--- src/rtl/gpr_pkg.sv ---
package gpr_pkg;
  localparam int DW = 32;

  localparam int A_OUT      = 'h504;
  localparam int A_OUTSET   = 'h508;
  localparam int A_OUTCLR   = 'h50C;
  localparam int A_IN       = 'h510;
  localparam int A_DIR      = 'h514;
  localparam int A_DIRSET   = 'h518;
  localparam int A_DIRCLR   = 'h51C;
  localparam int A_CFG_BASE = 'h700;

  localparam logic [DW-1:0] CFG_RESET = 32'h0000_0002;

  typedef enum logic [3:0] {
    SEL_NONE, SEL_OUT, SEL_OUTSET, SEL_OUTCLR, SEL_IN,
    SEL_DIR, SEL_DIRSET, SEL_DIRCLR, SEL_CFG
  } reg_sel_e;

  typedef enum logic [1:0] {
    FORM_NONE, FORM_PLAIN, FORM_SET, FORM_CLR
  } wr_form_e;

  function automatic wr_form_e form_of(input reg_sel_e s);
    case (s)
      SEL_OUT, SEL_DIR:       return FORM_PLAIN;
      SEL_OUTSET, SEL_DIRSET: return FORM_SET;
      SEL_OUTCLR, SEL_DIRCLR: return FORM_CLR;
      default:                return FORM_NONE;
    endcase
  endfunction

  function automatic logic in_out_group(input reg_sel_e s);
    return (s == SEL_OUT) || (s == SEL_OUTSET) || (s == SEL_OUTCLR);
  endfunction

  function automatic logic in_dir_group(input reg_sel_e s);
    return (s == SEL_DIR) || (s == SEL_DIRSET) || (s == SEL_DIRCLR);
  endfunction
endpackage

--- src/rtl/gpr_decode.sv ---
module gpr_decode
  import gpr_pkg::*;
#(
  parameter int ADDR_W = 12,
  parameter int N_PINS = 32,
  parameter int IDX_W  = $clog2(N_PINS)
) (
  input  logic [ADDR_W-1:0] addr,
  output reg_sel_e          sel,
  output logic [IDX_W-1:0]  idx
);
  localparam logic [ADDR_W-1:0] CFG_LO = ADDR_W'(A_CFG_BASE);
  localparam logic [ADDR_W-1:0] CFG_HI = ADDR_W'(A_CFG_BASE + 4 * (N_PINS - 1));

  always_comb begin
    sel = SEL_NONE;
    idx = '0;
    if (addr[1:0] == 2'b00) begin
      case (addr)
        ADDR_W'(A_OUT):    sel = SEL_OUT;
        ADDR_W'(A_OUTSET): sel = SEL_OUTSET;
        ADDR_W'(A_OUTCLR): sel = SEL_OUTCLR;
        ADDR_W'(A_IN):     sel = SEL_IN;
        ADDR_W'(A_DIR):    sel = SEL_DIR;
        ADDR_W'(A_DIRSET): sel = SEL_DIRSET;
        ADDR_W'(A_DIRCLR): sel = SEL_DIRCLR;
        default:           sel = SEL_NONE;
      endcase
      if (addr >= CFG_LO && addr <= CFG_HI) begin
        sel = SEL_CFG;
        idx = IDX_W'((addr - CFG_LO) >> 2);
      end
    end
  end
endmodule

--- src/rtl/gpr_maskreg.sv ---
module gpr_maskreg
  import gpr_pkg::*;
#(
  parameter int W     = 32,
  parameter int IDX_W = $clog2(W)
) (
  input  logic             clk,
  input  logic             rst_n,
  input  logic             wr_en,
  input  wr_form_e         form,
  input  logic [W-1:0]     wdata,
  input  logic             bit_en,
  input  logic [IDX_W-1:0] bit_idx,
  input  logic             bit_val,
  output logic [W-1:0]     q
);
  logic [W-1:0] nxt;

  always_comb begin
    nxt = q;
    if (wr_en) begin
      case (form)
        FORM_PLAIN: nxt = wdata;
        FORM_SET:   nxt = q | wdata;
        FORM_CLR:   nxt = q & ~wdata;
        default:    nxt = q;
      endcase
    end
    if (bit_en) nxt[bit_idx] = bit_val;
  end

  always_ff @(posedge clk or negedge rst_n) begin
    if (!rst_n) q <= '0;
    else        q <= nxt;
  end
endmodule

--- src/rtl/gpr_cfgarray.sv ---
module gpr_cfgarray
  import gpr_pkg::*;
#(
  parameter int N_PINS = 32,
  parameter int IDX_W  = $clog2(N_PINS)
) (
  input  logic                 clk,
  input  logic                 rst_n,
  input  logic                 wr_en,
  input  logic [IDX_W-1:0]     wr_idx,
  input  logic [DW-1:0]        wdata,
  input  logic [N_PINS-1:0]    dir_in,
  output logic [N_PINS*DW-1:0] cfg_flat
);
  for (genvar p = 0; p < N_PINS; p++) begin : g_pin
    logic [DW-1:1] upper;
    logic          hit;
    assign hit = wr_en && (wr_idx == IDX_W'(p));

    always_ff @(posedge clk or negedge rst_n) begin
      if (!rst_n)   upper <= CFG_RESET[DW-1:1];
      else if (hit) upper <= wdata[DW-1:1];
    end

    // bit 0 is the single stored direction copy
    assign cfg_flat[p*DW +: DW] = {upper, dir_in[p]};
  end
endmodule

--- src/rtl/gpr_rdmux.sv ---
module gpr_rdmux
  import gpr_pkg::*;
#(
  parameter int N_PINS = 32,
  parameter int IDX_W  = $clog2(N_PINS)
) (
  input  logic                 clk,
  input  logic                 rst_n,
  input  logic                 rd_en,
  input  reg_sel_e             sel,
  input  logic [IDX_W-1:0]     idx,
  input  logic [N_PINS-1:0]    out_q,
  input  logic [N_PINS-1:0]    dir_q,
  input  logic [N_PINS-1:0]    pin_in,
  input  logic [N_PINS*DW-1:0] cfg_flat,
  output logic [DW-1:0]        rdata
);
  logic [DW-1:0] pick;

  always_comb begin
    case (sel)
      SEL_OUT, SEL_OUTSET, SEL_OUTCLR: pick = DW'(out_q);
      SEL_DIR, SEL_DIRSET, SEL_DIRCLR: pick = DW'(dir_q);
      SEL_IN:                          pick = DW'(pin_in);
      SEL_CFG:                         pick = cfg_flat[idx*DW +: DW];
      default:                         pick = '0;
    endcase
  end

  always_ff @(posedge clk or negedge rst_n) begin
    if (!rst_n)     rdata <= '0;
    else if (rd_en) rdata <= pick;
  end
endmodule

--- src/rtl/gpio_regs.sv ---
module gpio_regs
  import gpr_pkg::*;
#(
  parameter int ADDR_W = 12,
  parameter int N_PINS = 32
) (
  input  logic                 clk,
  input  logic                 rst_n,
  input  logic                 bus_en,
  input  logic                 bus_we,
  input  logic [ADDR_W-1:0]    bus_addr,
  input  logic [DW-1:0]        bus_wdata,
  output logic [DW-1:0]        bus_rdata,
  output logic                 bus_err,
  input  logic [N_PINS-1:0]    pin_in,
  output logic [N_PINS-1:0]    out_level,
  output logic [N_PINS-1:0]    dir_mask,
  output logic [N_PINS*DW-1:0] cfg_words
);
  localparam int IDX_W = $clog2(N_PINS);

  reg_sel_e         sel;
  logic [IDX_W-1:0] cfg_idx;
  wr_form_e         form;

  // named events for the checker
  logic rd_req, wr_req, wr_out, wr_dir, wr_cfg, bad_req;

  gpr_decode #(.ADDR_W(ADDR_W), .N_PINS(N_PINS), .IDX_W(IDX_W)) u_decode (
    .addr (bus_addr),
    .sel  (sel),
    .idx  (cfg_idx)
  );

  assign form    = form_of(sel);
  assign rd_req  = bus_en && !bus_we;
  assign wr_req  = bus_en && bus_we;
  assign wr_out  = wr_req && in_out_group(sel);
  assign wr_dir  = wr_req && in_dir_group(sel);
  assign wr_cfg  = wr_req && (sel == SEL_CFG);
  assign bad_req = bus_en && (sel == SEL_NONE);

  gpr_maskreg #(.W(N_PINS), .IDX_W(IDX_W)) u_out (
    .clk     (clk),
    .rst_n   (rst_n),
    .wr_en   (wr_out),
    .form    (form),
    .wdata   (bus_wdata[N_PINS-1:0]),
    .bit_en  (1'b0),
    .bit_idx ('0),
    .bit_val (1'b0),
    .q       (out_level)
  );

  gpr_maskreg #(.W(N_PINS), .IDX_W(IDX_W)) u_dir (
    .clk     (clk),
    .rst_n   (rst_n),
    .wr_en   (wr_dir),
    .form    (form),
    .wdata   (bus_wdata[N_PINS-1:0]),
    .bit_en  (wr_cfg),
    .bit_idx (cfg_idx),
    .bit_val (bus_wdata[0]),
    .q       (dir_mask)
  );

  gpr_cfgarray #(.N_PINS(N_PINS), .IDX_W(IDX_W)) u_cfg (
    .clk      (clk),
    .rst_n    (rst_n),
    .wr_en    (wr_cfg),
    .wr_idx   (cfg_idx),
    .wdata    (bus_wdata),
    .dir_in   (dir_mask),
    .cfg_flat (cfg_words)
  );

  gpr_rdmux #(.N_PINS(N_PINS), .IDX_W(IDX_W)) u_rd (
    .clk      (clk),
    .rst_n    (rst_n),
    .rd_en    (rd_req),
    .sel      (sel),
    .idx      (cfg_idx),
    .out_q    (out_level),
    .dir_q    (dir_mask),
    .pin_in   (pin_in),
    .cfg_flat (cfg_words),
    .rdata    (bus_rdata)
  );

  always_ff @(posedge clk or negedge rst_n) begin
    if (!rst_n) bus_err <= 1'b0;
    else        bus_err <= bad_req;
  end
endmodule

--- config.mk ---
export PLATFORM = sky130hd
export DESIGN_NAME = gpio_regs
export DESIGN_NICKNAME = d
export VERILOG_FILES = /design/src/rtl/gpr_pkg.sv /design/src/rtl/gpr_decode.sv /design/src/rtl/gpr_maskreg.sv /design/src/rtl/gpr_cfgarray.sv /design/src/rtl/gpr_rdmux.sv /design/src/rtl/gpio_regs.sv
export SDC_FILE = /design/constraint.sdc
export NUM_CORES = 2
export LEC_CHECK = 0
export ABC_AREA = 0
export BUFFER_PORTS_ARGS = -buffer_cell sky130_fd_sc_hd__buf_2
export CAP_MARGIN = 20
export CORE_AREA = 2 2 465 467
export CTS_CLUSTER_DIAMETER = 60
export CTS_CLUSTER_SIZE = 20
export DETAILED_ROUTE_END_ITERATION = 10
export DIE_AREA = 0 0 467 469
export PLACE_DENSITY = 0.51
export SKIP_LAST_GASP = 1
export SLEW_MARGIN = 20
export SYNTH_ARGS = -nofsm -noshare
export SYNTH_HDL_FRONTEND = slang
export SYNTH_SLANG_ARGS = --single-unit
--- constraint.sdc ---
create_clock -name clk -period 1.8 [get_ports clk]
set_input_delay 0.18 -clock clk [delete_from_list [all_inputs] [get_ports clk]]
set_output_delay 0.18 -clock clk [all_outputs]
set_load 0.01 [all_outputs]
==> load_flow_metrics.sql <==
INSERT INTO impl_metrics (metric_group, metric, value, unit) VALUES
('outcome', 'run_status', 'complete, but fails checks', ''),
('outcome', 'failing_checks', 'negative setup slack', ''),
('floorplanning', 'die_h', '469', 'um'),
('logic_synthesis', 'synth_fp_nets', '5089', ''),
('floorplanning', 'placeableCoreArea', '214000', 'um2'),
('logic_synthesis', 'async_reset_ff_share', '100', '%'),
('logic_synthesis', 'yosys.cell_types.count', '96', ''),
('power', 'max-vdd-ir-drop', '0.769', 'mV'),
('logic_synthesis', 'synth_edf_count', '0', ''),
('logic_synthesis', 'synthFlopType', 'sky130_fd_sc_hd__dfrtp_1', ''),
('sta', 'layout_setup_ws', '-0.172', 'ns'),
('critical_path', 'cp_data_required_time', '2.47', 'ns'),
('global_route', 'globalRouteTotalUtil', '36.8', '%'),
('logic_synthesis', 'netlist_area', '50300', 'um2'),
('global_route', 'grt_pass1_vias', '52000', ''),
('global_route', 'grt-ovfl-total', '0', ''),
('critical_path', 'r2r_cells', '5', ''),
('route', 'routed_wirelength', '419', 'mm'),
('route', 'dr.pass1.iters', '7', ''),
('sta', 'worst_slew_pin_slew', '0.853', 'ns'),
('logic_synthesis', 'synth-adder-area-share', '0', '%'),
('sta', 'final.period_utilization', '110', '%'),
('floorplanning', 'start_util', '23.5', '%'),
('layout', 'syn_to_final_growth', '47.8', '%'),
('place', 'finalWeightedCongestion', '0.964', ''),
('logic_synthesis', 'synth_simple_gate_area_share', '15.8', '%'),
('logic_synthesis', 'syn_inst_count', '5009', ''),
('sta', 'finalHoldViolCount', '0', ''),
('logic_synthesis', 'synth.top_cell.area_share', '52.6', '%'),
('critical_path', 'critical_path_arrival', '2.64', 'ns'),
('power', 'power-per-cell-area', '736', 'nW/um2'),
('route', 'vias_post_dr', '54400', ''),
('route', 'viasPerCell', '5.54', ''),
('logic_synthesis', 'synth_xor_area_share', '0', '%'),
('clocking', 'cts.sink_count', '1089', ''),
('critical_path', 'worstReg2RegEnd', 'u_rd.rdata[12]', ''),
('clocking', 'tritoncts.num_buffers', '111', ''),
('route', 'first_iter_violations', '7662', ''),
('floorplanning', 'die-area', '219000', 'um2'),
('route', 'post_drt_wl_per_cell', '42.7', 'um'),
('sta', 'fin_worst_skew', '0.0450', 'ns'),
('global_route', 'maximum_number_of_pins_on_one_net_before_global_route_repair', '72', ''),
('min_path', 'hold_path_class', 'input pin to flip-flop', ''),
('layout', 'fin_cells', '9813', ''),
('logic_synthesis', 'synth.mux.area_fraction', '13.1', '%'),
('logic_synthesis', 'largest_family_of_logic_cells_by_synthesized_area', 'simple AND/OR/NAND/NOR gates', ''),
('clocking', 'tritoncts_clock_tree', 'done', ''),
('place', 'detailedPlacementHpwl', '321', 'mm'),
('floorplanning', 'die_x', '467', 'um'),
('logic_synthesis', 'synth_area_per_cell', '10.0', 'um2'),
('layout', 'utilization', '34.8', '%'),
('critical_path', 'critPathCaptureType', 'flip-flop', ''),
('logic_synthesis', 'synth_sequential_area_ratio', '54.3', '%'),
('run', 'drv.max_cap_violation_count', '0', ''),
('route', 'final_ant_viol_nets', '0', ''),
('sta', 'relSlewSlack', '43.2', '%'),
('sta', 'rsz_0062_raised_after_global_routing', 'yes', ''),
('logic_synthesis', 'synth.largest_area_cell', 'sky130_fd_sc_hd__dfrtp_1', ''),
('layout', 'final_layout_size_suffix_gt1_share', '45.7', '%'),
('critical_path', 'worstSetupPathType', 'flip-flop to flip-flop', ''),
('clocking', 'clockBufferDepth', '3', ''),
('route', 'drc_violations_left', '0', ''),
('logic_synthesis', 'synth.top_cells.by_area', 'sky130_fd_sc_hd__dfrtp_1 (53%), sky130_fd_sc_hd__mux2_2 (12%), sky130_fd_sc_hd__nand2_1 (11%)', ''),
('floorplanning', 'rows', '170', ''),
('sta', 'setup_tns_final', '-0.942', 'ns'),
('clocking', 'path_clk_slew', '0.07', 'ns'),
('clocking', 'clock-root-buffer', 'sky130_fd_sc_hd__clkbuf_16', ''),
('logic_synthesis', 'synthesis_stage_register_bit_count', '1089', ''),
('sta', 'final-setup-viol-count', '36', ''),
('sta', 'period_needed', '1.97', 'ns'),
('place', 'portBuffers', '1200', '');
## power breakdown
part / leakage (nW) / internal [mW] / switching, mW / total [mW]
registers: 15.0 / 24.5 / 0.0722 / 24.6
logic: 23.1 / 1.07 / 2.38 / 3.45
clock network: 1.99 / 13.7 / 13.0 / 26.7
total: 40.1 / 39.2 / 15.5 / 54.7
## routing by layer
layer  track usage, %  share of wire [%]  up-vias
met5                0              0.029        -
met3             12.1                 12     1056
met1             45.4                 38    27800
met4             22.5                7.3       18
li1                 -                  -    21300
met2             55.7                 43     4248
## per-stage QoR
stage | power [mW] | hold WS [ns] | instance area, um2
after floorplan | 26.0 | -0.116 | 50900
after global placement | 28.3 | 0.160 | 68300
after detailed placement | 28.3 | 0.153 | 68300
after CTS | 54.8 | 0.00151 | 73500
after global routing | 55.9 | 0.0533 | 74200
final | 54.7 | 0.0546 | 74300
## cell families (layout without fill, tap and decap cells)
kind of cell / count (synthesis) / after routing
flops: 1089 / 1089
simple gates: 1906 / 1906
buf+inv: 498 / 2437
compound gates: 929 / 929
mux: 587 / 587
other cells: 0 / 27
## what timing repair did
action / in CTS / in global routing
endpoints found under the setup margin: 217 / 95
gates resized for setup: 97 / 60
cloned: 0 / 5
buffers inserted: 32 / 29
hold endpoints to repair: 1584 / 0
hold buffers: 46 / 0
pin swaps: 11 / 21
## worst min path at each step
stage                    start                        to  slack, ns  cells after the start
floorplan                rst_n                   bus_err      -0.12                      0
global placement         rst_n  u_cfg.g_pin[6].upper[16]       0.16                      1
detailed placement       rst_n  u_cfg.g_pin[6].upper[16]       0.15                      1
CTS                 pin_in[11]            u_rd.rdata[11]      0.002                      6
global route        pin_in[13]            u_rd.rdata[13]       0.05                      5
finish              pin_in[26]            u_rd.rdata[26]       0.05                      6
## layout make-up
cell class                      count  area [um2]
Timing Repair Buffer             2222       17400
Clock buffer                      119        2900
Sequential cell                  1089       27300
Multi-Input combinational cell   3422       21800
Inverter                            5        20.0
Tap cell                         2838        3550
Clock inverter                     91        1200
Fill cell                       21800      139000
Antenna cell                       27        67.6
## cell usage in the layout (no fill, tap or decap), types with 23 or more instances in the layout
cell type	Yosys	routed
sky130_fd_sc_hd__nand2_1	1476	1457
sky130_fd_sc_hd__buf_2	167	1170
sky130_fd_sc_hd__dfrtp_1	1057	1035
sky130_fd_sc_hd__buf_4	53	695
sky130_fd_sc_hd__mux2_2	546	530
sky130_fd_sc_hd__o22ai_1	321	315
sky130_fd_sc_hd__buf_12	0	260
sky130_fd_sc_hd__nor2_1	186	168
sky130_fd_sc_hd__o21ai_0	149	140
sky130_fd_sc_hd__clkbuf_16	0	119
sky130_fd_sc_hd__a21oi_1	117	115
sky130_fd_sc_hd__o221ai_1	55	51
sky130_fd_sc_hd__dlygate4sd3_1	0	45
sky130_fd_sc_hd__buf_6	6	44
sky130_fd_sc_hd__a22o_1	40	40
sky130_fd_sc_hd__nor3_1	41	35
sky130_fd_sc_hd__a31oi_1	33	33
sky130_fd_sc_hd__dfstp_2	32	32
sky130_fd_sc_hd__a22oi_1	31	31
sky130_fd_sc_hd__nor2_4	3	30
sky130_fd_sc_hd__diode_2	0	27
sky130_fd_sc_hd__mux2_4	0	25
sky130_fd_sc_hd__o211ai_1	24	24
sky130_fd_sc_hd__nand3_1	40	23
## sequential cells by signal, indices dropped and copies added (netlist names)
name               flops
u_dir.q               32
u_cfg.g_pin.upper    992
bus_err                1
u_out.q               32
u_rd.rdata            32
## worst max-delay path: stages (launching register included)
cell and delay, ns:
sky130_fd_sc_hd__dfrtp_1 0.40, sky130_fd_sc_hd__a222oi_1 0.50, sky130_fd_sc_hd__o22ai_1 0.23, sky130_fd_sc_hd__a2111oi_2 0.27, sky130_fd_sc_hd__a31oi_1 0.13, sky130_fd_sc_hd__or3_1 0.31
## cell usage after synthesis (all sizes together), types with 31 or more instances
master,count
nand2,1480
dfrtp,1057
mux2,564
o22ai,321
buf,271
clkbuf,222
nor2,210
o21ai,153
a21oi,118
o221ai,55
nor3,50
nand3,46
a22o,40
a31oi,33
dfstp,32
a22oi,31
No activity file was read; power rests on OpenSTA's default activity.
